### src/rtl/spi_wdt_ctrl.sv
module spi_wdt_ctrl #(
  parameter int         WR_CYCLES = 1_250_000,
  parameter logic [1:0] RESET_WD  = 2'b00
) (
  input  logic       clk,
  input  logic       rst_n,
  input  logic       spi_sck,
  input  logic       spi_cs_n,
  input  logic       spi_mosi,
  output logic       spi_miso,
  output logic       spi_miso_oe,
  output logic [1:0] wd_sel
);

  localparam int         TW       = $clog2(WR_CYCLES + 1);
  localparam logic [7:0] OP_ARM   = 8'h06;
  localparam logic [7:0] OP_DISARM= 8'h04;
  localparam logic [7:0] OP_WRITE = 8'h01;
  localparam logic [7:0] OP_READ  = 8'h05;
  localparam logic [7:0] RSV_MASK = 8'hE7;

  typedef enum logic [1:0] {M_CMD, M_WR, M_RD, M_IGN} mode_t;

  logic [2:0]    sck_sr, cs_sr;
  logic [1:0]    mosi_sr;
  logic          in_frame, wel, busy, oe;
  mode_t         mode;
  logic [4:0]    bit_cnt;
  logic [7:0]    rx_sr, tx_sr;
  logic [TW-1:0] timer;
  logic [1:0]    wd_q;

  wire       sck_rise = sck_sr[1] & ~sck_sr[2];
  wire       sck_fall = ~sck_sr[1] & sck_sr[2];
  wire       cs_fall  = ~cs_sr[1] & cs_sr[2];
  wire       cs_rise  = cs_sr[1] & ~cs_sr[2];
  wire [7:0] rx_byte  = {rx_sr[6:0], mosi_sr[1]};
  wire       wr_ok    = in_frame && mode == M_WR && bit_cnt == 5'd16 &&
                        wel && !busy && (rx_sr & RSV_MASK) == 8'h00;

  assign spi_miso    = tx_sr[7];
  assign spi_miso_oe = oe;
  assign wd_sel      = wd_q;

  // Synchronizers reset low so a chip select already low at reset never looks like a fall
  always_ff @(posedge clk or negedge rst_n) begin
    if (!rst_n) begin
      sck_sr  <= '0;
      cs_sr   <= '0;
      mosi_sr <= '0;
    end else begin
      sck_sr  <= {sck_sr[1:0], spi_sck};
      cs_sr   <= {cs_sr[1:0], spi_cs_n};
      mosi_sr <= {mosi_sr[0], spi_mosi};
    end
  end

  always_ff @(posedge clk or negedge rst_n) begin
    if (!rst_n) begin
      in_frame <= 1'b0;
      mode     <= M_IGN;
      bit_cnt  <= '0;
      rx_sr    <= '0;
      tx_sr    <= '0;
      oe       <= 1'b0;
      wel      <= 1'b0;
      busy     <= 1'b0;
      timer    <= '0;
      wd_q     <= RESET_WD;
    end else begin
      if (busy) begin
        if (timer == TW'(WR_CYCLES - 1)) begin
          busy  <= 1'b0;
          wel   <= 1'b0;
          timer <= '0;
        end else begin
          timer <= timer + 1'b1;
        end
      end

      if (cs_fall) begin
        in_frame <= 1'b1;
        mode     <= M_CMD;
        bit_cnt  <= '0;
      end else if (cs_rise) begin
        in_frame <= 1'b0;
        oe       <= 1'b0;
        if (wr_ok) begin
          wd_q  <= rx_sr[4:3];
          busy  <= 1'b1;
          timer <= '0;
        end
      end else if (in_frame) begin
        if (sck_rise) begin
          rx_sr <= rx_byte;
          if (bit_cnt != 5'd31) bit_cnt <= bit_cnt + 5'd1;
          if (mode == M_CMD && bit_cnt == 5'd7) begin
            case (rx_byte)
              OP_ARM: begin
                if (!busy) wel <= 1'b1;
                mode <= M_IGN;
              end
              OP_DISARM: begin
                if (!busy) wel <= 1'b0;
                mode <= M_IGN;
              end
              OP_WRITE: mode <= busy ? M_IGN : M_WR;
              OP_READ:  mode <= M_RD;
              default:  mode <= M_IGN;
            endcase
          end
        end
        if (sck_fall && mode == M_RD) begin
          if (!oe) begin
            oe    <= 1'b1;
            tx_sr <= busy ? 8'hFF : {3'b000, wd_q, 3'b000};
          end else begin
            tx_sr <= {tx_sr[6:0], 1'b0};
          end
        end
      end
    end
  end

  assert_oe_off_deselected_R6: assert property (@(posedge clk) disable iff (!rst_n)
    (cs_sr[1] && cs_sr[2]) |-> !spi_miso_oe);

  assert_busy_read_ones_R7: assert property (@(posedge clk) disable iff (!rst_n)
    ($rose(spi_miso_oe) && $past(busy)) |-> spi_miso);

  assert_window_bound_R7: assert property (@(posedge clk) disable iff (!rst_n)
    busy |-> (timer < TW'(WR_CYCLES)));

  assert_latch_clear_end_R8: assert property (@(posedge clk) disable iff (!rst_n)
    $fell(busy) |-> !wel);

  assert_sel_change_on_commit_R11: assert property (@(posedge clk) disable iff (!rst_n)
    !$stable(wd_sel) |-> (busy && !$past(busy)));

endmodule

### config.mk
export PLATFORM = sky130hd
export DESIGN_NAME = spi_wdt_ctrl
export DESIGN_NICKNAME = d
export VERILOG_FILES = /design/src/rtl/spi_wdt_ctrl.sv
export SDC_FILE = /design/constraint.sdc
export NUM_CORES = 1
export LEC_CHECK = 0
export CAP_MARGIN = 40
export CORE_MARGIN = 2
export CORE_UTILIZATION = 51
export DETAILED_ROUTE_END_ITERATION = 12
export DONT_BUFFER_PORTS = 1
export HOLD_SLACK_MARGIN = 0.03
export PLACE_DENSITY = 0.73
export RECOVER_POWER = 25
export SYNTH_ARGS = -nofsm -noshare
export SYNTH_HDL_FRONTEND = slang
export SYNTH_SLANG_ARGS = --single-unit
export TNS_END_PERCENT = 5
### constraint.sdc
create_clock -name clk -period 3.25 [get_ports clk]
set_input_delay 0.4875 -clock clk [delete_from_list [all_inputs] [get_ports clk]]
set_output_delay 0.4875 -clock clk [all_outputs]
set_load 0.005 [all_outputs]
==> results of run 1 <==
[worst reg2reg max path: stages (launching register included)]
cell      delay (ns)
dfrtp_1         0.38
inv_1           0.06
ha_1            0.26
nand4_1         0.10
or4_1           0.43
nor3_2          0.22
and2_1          0.31
a211oi_1        0.08
[placed cells by master, fill, tap and decap left out, drive strengths merged, types with 2 or more instances in the layout]
cell and n:
bufinv 3, and4bb 3, nand4 12, clkbuf 13
dfrtp 56, nor3 8, nand4b 2, xor2 14
o21ai 8, xnor2 4, buf 2, nand3 13
nor2 35, nor2b 4, inv 7, dfstp 2
or3 2, nand2 25, and3 4, nand2b 4
or4 2, ha 6, nor4 2, a21oi 18
and2 3, mux2 13
[per-stage QoR]
| step | setup WS, ns | hold WS, ns | instance area (um^2) | power (mW) | instances |
|---|---|---|---|---|---|
| after detailed placement | 1.25 | 0.195 | 2790 | 0.861 | 329 |
| after global placement | 1.26 | 0.195 | 2790 | 0.857 | 329 |
| after CTS | 1.25 | 0.162 | 3080 | 1.72 | 347 |
| after floorplan | 1.52 | 0.192 | 2720 | 0.839 | 262 |
| final | 1.28 | 0.174 | 3060 | 1.70 | 347 |
| after global routing | 1.03 | 0.153 | 3060 | 1.76 | 347 |
[routing by layer]
layer	track usage, %	vias up	share of wire, %
met2	27.3	36	44
li1	-	936	-
met1	24.7	938	48
met5	0	-	0
met3	5.53	12	4.7
met4	9.64	0	2.4
[cell families (layout without fill, tap and decap cells)]
family                     after synthesis  after routing
and+or+nand+nor                        124            124
DFF                                     58             58
AOI/OAI and AO/OA                       30             30
buffers and inverters                   12             27
adders and majority gates                6              6
muxes                                   14             14
xor gates and xnor gates                18             18
[layout make-up]
class / instances / area share, %
Clock inverter: 4 / 3.19
Multi-Input combinational cell: 192 / 39.5
Sequential cell: 58 / 47.5
Inverter: 7 / 0.859
Timing Repair Buffer: 4 / 0.981
Clock buffer: 12 / 5.07
Tap cell: 70 / 2.86
[registers in the layout, indices dropped and copies added (netlist names), 2 cells and up]
| register | flops |
|---|---|
| timer | 21 |
| rx_sr | 8 |
| tx_sr | 8 |
| bit_cnt | 5 |
| cs_sr | 3 |
| sck_sr | 3 |
| mode | 2 |
| mosi_sr | 2 |
| wd_sel | 2 |
[what timing repair did]
item	in CTS	in global routing
setup endpoints to repair	0	0
gates resized for setup	0	0
hold buffers	2	0
endpoints found under the hold margin	58	0
[power by group through the flow]
stage	clock, mW	combinational [mW]	sequential, mW
5_1_grt	0.882	0.100	0.780
3_5_place_dp	0	0.0712	0.790
2_1_floorplan	0	0.0588	0.781
4_1_cts	0.848	0.0908	0.777
3_3_place_gp	0	0.0693	0.788
6_report	0.838	0.0851	0.777
[worst max path at each step]
stage          slack (ns)          startpoint  cells past startpoint               endpoint
6_report             1.28  cs_sr[2]$_DFF_PN0_                      7     timer[0]$_DFF_PN0_
5_1_grt              1.03               rst_n                      2   tx_sr[4]$_DFFE_PN0P_
4_1_cts              1.25  cs_sr[2]$_DFF_PN0_                      7     timer[0]$_DFF_PN0_
3_5_place_dp         1.25  cs_sr[2]$_DFF_PN0_                      7    timer[12]$_DFF_PN0_
3_3_place_gp         1.26  cs_sr[2]$_DFF_PN0_                      7    timer[12]$_DFF_PN0_
2_1_floorplan        1.52  cs_sr[2]$_DFF_PN0_                      6  wd_sel[0]$_DFFE_PN0P_
==> impl_metrics.tcl, run 1 <==
set metrics [dict create \
    holdPathEnd "mosi_sr[0]$_DFF_PN0_" \
    syn-instance-count 262 \
    cts_max_level 3 \
    fin_nets 283 \
    synthTopCellsByCount "dfrtp_1, nor2_1, nand2_1" \
    fillCellCount 443 \
    reg2reg_depth 7 \
    grt_pass1_wl_um 8520 \
    routed_wl_um 4950 \
    holdCritStartpoint "spi_mosi" \
    skew_ns 0.00862 \
    setup_viol 0 \
    synth_mux_area_share_pct 5.76 \
    clkTransAtPathRegs_ns 0.07 \
    multi_input_area_um2 1210 \
    slew_violations 0 \
    grt.overflow.total 0 \
    first_pass_iters 4 \
    avgRoutedWirePerCell_um 14.3 \
    cts_setup_buffers 0 \
    area.growth.synth_to_final_pct 12.6 \
    worstPathArrival_ns 2.17 \
    die_h_um 77.0 \
    cp-end-kind "flop" \
    cp-start-kind "flop" \
    syn_area_um2 2720 \
    grt_max_degree 59 \
    final_util_pct 59.5 \
    die-area_um2 5930 \
    r2r_setup_slack_ns 1.28 \
    ys_ff_latch 58 \
    p_sw_share_pct 21.5 \
    power_switching_mw 0.365 \
    io_pins 9 \
    rows 26 \
    status "completed" \
    dpl.hpwl_um 3300 \
    synth_compound_area_share_pct 6.08 \
    hold_viol 0 \
    syn_nets 273 \
    min_period_over_period_pct 60.5 \
    p_leak_nw 1.39 \
    die_w_um 77.0 \
    syn_avg_cell_area_um2 10.4 \
    cp.required_ns 3.46 \
    r2r_end "timer[0]$_DFF_PN0_" \
    antenna_found_initial 0 \
    ir_drop_uv 423 \
    maxCapViolCount 0 \
    timing.critical_path.buf_inv 1 \
    yosys_warnings 0 \
    max_slew.worst_pin.slew_ns 1.37 \
    timing.slew.headroom_pct 8.92 \
    cts_buffers 9 \
    layout-drive-gt1-share_pct 13.7 \
    grt_pass1_vias 1842 \
    synthSimpleGateAreaFrac_pct 24.1 \
    grtUsageTotal_pct 18.5 \
    p_int_mw 1.34 \
    root_buffer "clkbuf_8" \
    fin_crit_ns 1.97 \
    reg2reg_from "cs_sr[2]$_DFF_PN0_" \
    slowest_stage "or4_1" \
    synth_top_area_share_pct 51.6 \
    clkPwrFrac_pct 49.3 \
    synth_cell_type_count 39 \
    synth_seq_area_share_pct 53.5 \
    clock_sinks 58 \
    fp.coreArea_um2 5140 \
    synth_edf_count 0 \
    ys_async_sr_fraction_pct 100 \
    drtIter0Drc 138 \
    start_util_pct 52.9 \
    worstSkewPairLatency_ns 0.34 \
    synth.largest_area_cell "dfrtp_1" \
    synth_top_family_by_area "simple AND/OR/NAND/NOR gates" \
    cts_tree "done" \
    cp_max_fo 7 \
    yosysMostFrequentCell "dfrtp_1" \
    place.gp.congestion 0.794 \
    clockBufferDepth 2 \
    postRouteAntennaNets 0 \
    io_buffers 0 \
    synth_xor_area_share_pct 5.80 \
    antenna_cells 0 \
    p_per_area_nw_per_um2 556 \
    path_cells "inv_1, ha_1, nand4_1, or4_1, nor3_2, and2_1, a211oi_1" \
    num_vias 1922 \
    seq_power_share_pct 45.7 \
    path_class "flop to flop" \
    path_delay_family "simple AND/OR/NAND/NOR gates" \
    crit_path_max_incr_delay_ns 0.43 \
    finalSetupTns_ns 0 \
    min_path_type "primary input to flop" \
    route.detailed.drc 0 \
    synth_flop_cell "dfrtp_1" \
    vias_per_cell 5.54 \
    holdPathStages 0 \
    layout.area.seq_um2 1450 \
    p_comb_share_pct 5.0 \
    synth_area_leaders "dfrtp_1, mux2_2, nor2_1, xor2_1, nand2_1" \
    rsz0062_at_grt "false" \
    max_freq_ghz 0.508 \
    synthAdderAreaFrac_pct 2.76 \
]
(Power assumes the default switching activity.)
==> run 2, diff against run 1 <==
==> constraint.sdc (replaced) <==
create_clock -name clk -period 1.82 [get_ports clk]
set_input_delay 0.273 -clock clk [delete_from_list [all_inputs] [get_ports clk]]
set_output_delay 0.273 -clock clk [all_outputs]
set_load 0.005 [all_outputs]
==> run 2 against run 1 <==
Net effect:
- worst setup slack worse by 1.3 ns
- worst hold slack better by 0.18 ns
- maximum frequency up 8.4%
- clock skew up 0.0038 ns
- routed wire length up 3.9%
- sequential share of layout area down 3.4 points
- design area up 7.7%
- die area unchanged
- critical path depth unchanged
- flip-flop and latch count unchanged
==> impl_metrics.tcl, run 2 (synthesis gave the netlist of run 1 again) <==
set metrics [dict create \
    timing.critical_path.buf_inv 2 \
    fin_crit_ns 1.82 \
    route.detailed.drc 0 \
    place_area_um2 2980 \
    die_h_um 77.0 \
    setup_viol 0 \
    clkTransAtPathRegs_ns 0.06 \
    min_period_over_period_pct 99.7 \
    max_freq_ghz 0.551 \
    dpl.hpwl_um 3510 \
    largest_reg_flops 21 \
    place.gp.congestion 0.803 \
    slew_violations 0 \
    status "completed" \
    grt.overflow.total 0 \
    cts_buffers 9 \
    fp.coreArea_um2 5140 \
    timing.slew.headroom_pct 48.6 \
    dp.cells 352 \
    die-area_um2 5930 \
    worstPathArrival_ns 2.02 \
    holdPathStages 0 \
    layout-drive-gt1-share_pct 23.3 \
    area.growth.synth_to_final_pct 21.3 \
    clock_sinks 58 \
    die_w_um 77.0 \
    ir_drop_uv 745 \
    p_leak_nw 1.51 \
    vias_per_cell 5.27 \
    path_class "flop to flop" \
    crit_path_max_incr_delay_ns 0.55 \
    reg2reg_depth 7 \
    hold_viol 0 \
    path_cells "inv_1, ha_1, nand4bb_1, or4_4, o31ai_2, buf_12, nor2_1" \
    grtUsageTotal_pct 19.6 \
    grt_pass1_vias 1946 \
    routed_wl_um 5140 \
    cts_setup_buffers 0 \
    top_regs "timer: 21 flops, rx_sr: 8 flops, tx_sr: 8 flops" \
    cts_tree "done" \
    first_pass_iters 4 \
    fin_area_um2 3300 \
    mostFrequentLayoutCell "dfrtp_1" \
    num_vias 1956 \
    cp-start-kind "flop" \
    max_slew.worst_pin.slew_ns 0.771 \
    cp-end-kind "flop" \
    path_delay_family "simple AND/OR/NAND/NOR gates" \
    cp.required_ns 2.02 \
    io_pins 9 \
    min_path_type "flop to flop" \
    rsz0062_at_grt "true" \
    antenna_cells 0 \
    clockBufferDepth 2 \
    worstSkewPairLatency_ns 0.32 \
    slowest_stage "or4_4" \
    cp_max_fo 15 \
    skew_ns 0.0124 \
    layout_common_cells "dfrtp_1, nor2_1, nand2_1, buf_4, a21oi_1" \
    fin_nets 309 \
    io_buffers 0 \
    grt_pass1_wl_um 9150 \
    regMostFlops "timer" \
    cts_max_level 3 \
    p_per_area_nw_per_um2 891 \
    fin_cells 371 \
    final_util_pct 64.1 \
    start_util_pct 52.9 \
    crit_cells 7 \
    rows 26 \
    postRouteAntennaNets 0 \
    root_buffer "clkbuf_8" \
    drtIter0Drc 129 \
    avgRoutedWirePerCell_um 13.9 \
    grt_max_degree 59 \
    maxCapViolCount 0 \
    antenna_found_initial 0 \
]
## run 2: cell types whose count changed in the layout (fill, tap and decap cells not counted), moves of 2 or more
cell and delta:
a21oi_1 -2, a21oi_2 +2, buf_4 +22, dlygate4sd3_1 +3, ha_1 -2, ha_2 +2
nor3_1 -2, or4_1 -2, or4_4 +2
## run 2: worst paths after layout
check | startpoint | end | slack (ns)
worst max-delay path | bit_cnt[0]$_DFFE_PN0P_ | timer[14]$_DFF_PN0_ | 0.005
worst min-delay path | cs_sr[0]$_DFF_PN0_ | cs_sr[1]$_DFF_PN0_ | 0.35
worst max register to register | bit_cnt[0]$_DFFE_PN0P_ | timer[14]$_DFF_PN0_ | 0.005
worst min register to register | cs_sr[0]$_DFF_PN0_ | cs_sr[1]$_DFF_PN0_ | 0.35
max in group asynchronous | rst_n | cs_sr[2]$_DFF_PN0_ | 0.71
min in group asynchronous | rst_n | bit_cnt[2]$_DFFE_PN0P_ | 0.59
## run 2: timing repair
action                                  CTS  global route
resized for setup                         5             7
hold buffers                              5             0
endpoints found under the setup margin   24            30
pin swaps                                 0             2
hold endpoints to repair                 61             0
gates cloned                              0             0
## run 2: per-stage QoR
stage	setup TNS [ns]	hold slack [ns]	worst slack, ns	total power, mW
detailed placement	-0.897	-0.0197	-0.134	1.59
floorplan	0	-0.0226	0.0904	1.50
finish	0	0.354	0.00466	2.94
global placement	-0.606	-0.0200	-0.107	1.58
global route	-1.27	0.363	-0.0854	3.08
CTS	-0.00986	0.357	-0.00986	2.98
## run 2: power by group
| part | switching, mW | internal (mW) | leakage (nW) |
|---|---|---|---|
| registers | 0.0448 | 1.34 | 0.780 |
| logic | 0.116 | 0.112 | 0.619 |
| clock network | 0.459 | 0.868 | 0.115 |
| total | 0.620 | 2.32 | 1.51 |
## run 2: cell type report
class | count | area [um^2]
multi-input combinational | 192 | 1250
clock inverter | 2 | 60.1
tap | 70 | 87.6
fill | 411 | 1840
sequential | 58 | 1450
inverter | 7 | 26.3
clock buffer | 12 | 165
timing repair buffer | 30 | 248
## run 2: layer usage
layer | wire length [um] | vias up | track usage (%)
li1 | - | 985 | -
met1 | 2520 | 935 | 27.7
met2 | 2400 | 32 | 29.3
met3 | 177 | 4 | 5.65
met4 | 43 | 0 | 6.43
met5 | 0 | - | 0
==> run 3, diff against run 2 <==
--- a/config.mk
+++ b/config.mk
@@ -7,11 +7,11 @@
 export LEC_CHECK = 0
 export CAP_MARGIN = 40
 export CORE_MARGIN = 2
-export CORE_UTILIZATION = 51
+export CORE_UTILIZATION = 60
 export DETAILED_ROUTE_END_ITERATION = 12
 export DONT_BUFFER_PORTS = 1
 export HOLD_SLACK_MARGIN = 0.03
-export PLACE_DENSITY = 0.73
+export PLACE_DENSITY = 0.83
 export RECOVER_POWER = 25
 export SYNTH_ARGS = -nofsm -noshare
 export SYNTH_HDL_FRONTEND = slang
==> run 3 against run 2 <==
Net effect:
- the flow now finishes with violations (negative setup slack)
- maximum frequency is 5.1% lower
- non-clock buffer count grew 9
- die area is 14% lower
- sequential share of layout area rose by 0.10 points
- combinational power is 2% lower
- utilization grew 11 points
- via count up 7.7%
- critical endpoint is now wd_sel[0]$_DFFE_PN0P_
- largest power group unchanged
==> impl_metrics.tcl, run 3 (synthesis gave the netlist of run 1 again) <==
set metrics [dict create \
    status "finished with violations" \
    violations "negative setup slack" \
    timing.slew.headroom_pct 49.2 \
    place.gp.congestion 0.830 \
    p_per_area_nw_per_um2 793 \
    io_pins 9 \
    cp_max_fo 5 \
    routed_wl_um 5830 \
    top_regs "timer: 21 flops, rx_sr: 8 flops, tx_sr: 8 flops" \
    fin_nets 318 \
    clockBufferDepth 2 \
    ir_drop_uv 759 \
    drtIter0Drc 125 \
    die-area_um2 5080 \
    die_h_um 71.3 \
    cp-end-kind "flop" \
    first_pass_iters 4 \
    root_buffer "clkbuf_8" \
    cp-start-kind "flop" \
    antenna_cells 0 \
    mostFrequentLayoutCell "dfrtp_1" \
    path_class "flop to flop" \
    skew_ns 0.00818 \
    final_util_pct 75.5 \
    layout-drive-gt1-share_pct 25.3 \
    clock_sinks 58 \
    setup_viol 17 \
    worstSkewPairLatency_ns 0.32 \
    p_leak_nw 1.54 \
    fin_crit_ns 1.91 \
    cp.required_ns 2.02 \
    num_vias 2107 \
    rsz0062_at_grt "true" \
    die_w_um 71.3 \
    max_slew.worst_pin.slew_ns 0.763 \
    grt_pass1_vias 2139 \
    vias_per_cell 5.79 \
    postRouteAntennaNets 0 \
    cts_tree "done" \
    start_util_pct 62.4 \
    max_freq_ghz 0.523 \
    min_path_type "flop to flop" \
    avgRoutedWirePerCell_um 16.0 \
    dpl.hpwl_um 3720 \
    grtUsageTotal_pct 25.5 \
    fp.coreArea_um2 4350 \
    io_buffers 0 \
    slew_violations 0 \
    cts_buffers 9 \
    layout_common_cells "dfrtp_1, nor2_1, buf_4, nand2_1, a21oi_1" \
    grt.overflow.total 0 \
    grt_max_degree 59 \
    grt_pass1_wl_um 9940 \
    finalSetupTns_ns -0.884 \
    area.growth.synth_to_final_pct 21.0 \
    largest_reg_flops 21 \
    cts_max_level 3 \
    maxCapViolCount 0 \
    route.detailed.drc 0 \
    hold_viol 0 \
    antenna_found_initial 0 \
    worstPathArrival_ns 2.11 \
    min_period_over_period_pct 105 \
    clkTransAtPathRegs_ns 0.07 \
    finalWorstSetupSlack_ns -0.0934 \
    rows 24 \
    regMostFlops "timer" \
]
## run 3: per-layer routing
metal	up-vias	global-route usage (%)	routed length (um)
li1	1009	-	-
met1	1031	33.3	2540
met2	51	40.4	2900
met3	16	5.91	230
met4	0	12.8	157
met5	-	0	0
## run 3: critical path: stages, from the launching register on
cell and delay, ns:
dfstp_2 0.57, nand4_1 0.11, or4_4 0.45, nor3_4 0.32, mux2_4 0.33
## run 3: area by class of cell
class                   instances  area (um^2)
clock inverters                 4         20.0
fillers                       264         1070
clock buffers                  12          145
repair buffers                 39          307
inverters                       7         26.3
multi-input cells             192         1270
flip-flops and latches         58         1450
well taps                      52         65.1
## run 3: worst paths after layout
kind	start	endpoint	slack, ns	depth (start not counted)
min in group asynchronous	rst_n	timer[7]$_DFF_PN0_	0.60	2
setup reg to reg	mode[0]$_DFFE_PN1P_	wd_sel[0]$_DFFE_PN0P_	-0.09	4
hold reg to reg	sck_sr[0]$_DFF_PN0_	sck_sr[1]$_DFF_PN0_	0.35	0
max in group asynchronous	rst_n	tx_sr[4]$_DFFE_PN0P_	0.70	2
hold / removal	sck_sr[0]$_DFF_PN0_	sck_sr[1]$_DFF_PN0_	0.35	0
setup / recovery	mode[0]$_DFFE_PN1P_	wd_sel[0]$_DFFE_PN0P_	-0.09	4
## run 3: metrics by stage
step / area (um^2) / setup WS, ns / power (mW) / hold WS (ns) / cells
2_1_floorplan: 2720 / 0.0904 / 1.50 / -0.0226 / 262
3_3_place_gp: 3000 / -0.113 / 1.57 / -0.0201 / 341
3_5_place_dp: 3000 / -0.128 / 1.58 / -0.0203 / 342
4_1_cts: 3270 / -0.0503 / 2.61 / 0.356 / 363
5_1_grt: 3290 / -0.131 / 2.71 / 0.358 / 364
6_report: 3290 / -0.0934 / 2.61 / 0.350 / 364
## run 3: power by group
group | leakage [nW] | switching [mW] | internal (mW)
combinational | 0.674 | 0.122 | 0.102
clock | 0.0899 | 0.470 | 0.522
sequential | 0.780 | 0.0541 | 1.34
total | 1.54 | 0.646 | 1.96
## run 3: repair_timing
| action | 4_1_cts | 5_1_grt |
|---|---|---|
| pin swaps | 0 | 3 |
| buffers inserted | 0 | 1 |
| endpoints found under the hold margin | 61 | 0 |
| endpoints found under the setup margin | 17 | 23 |
| resized for setup | 7 | 10 |
| hold buffers | 5 | 0 |
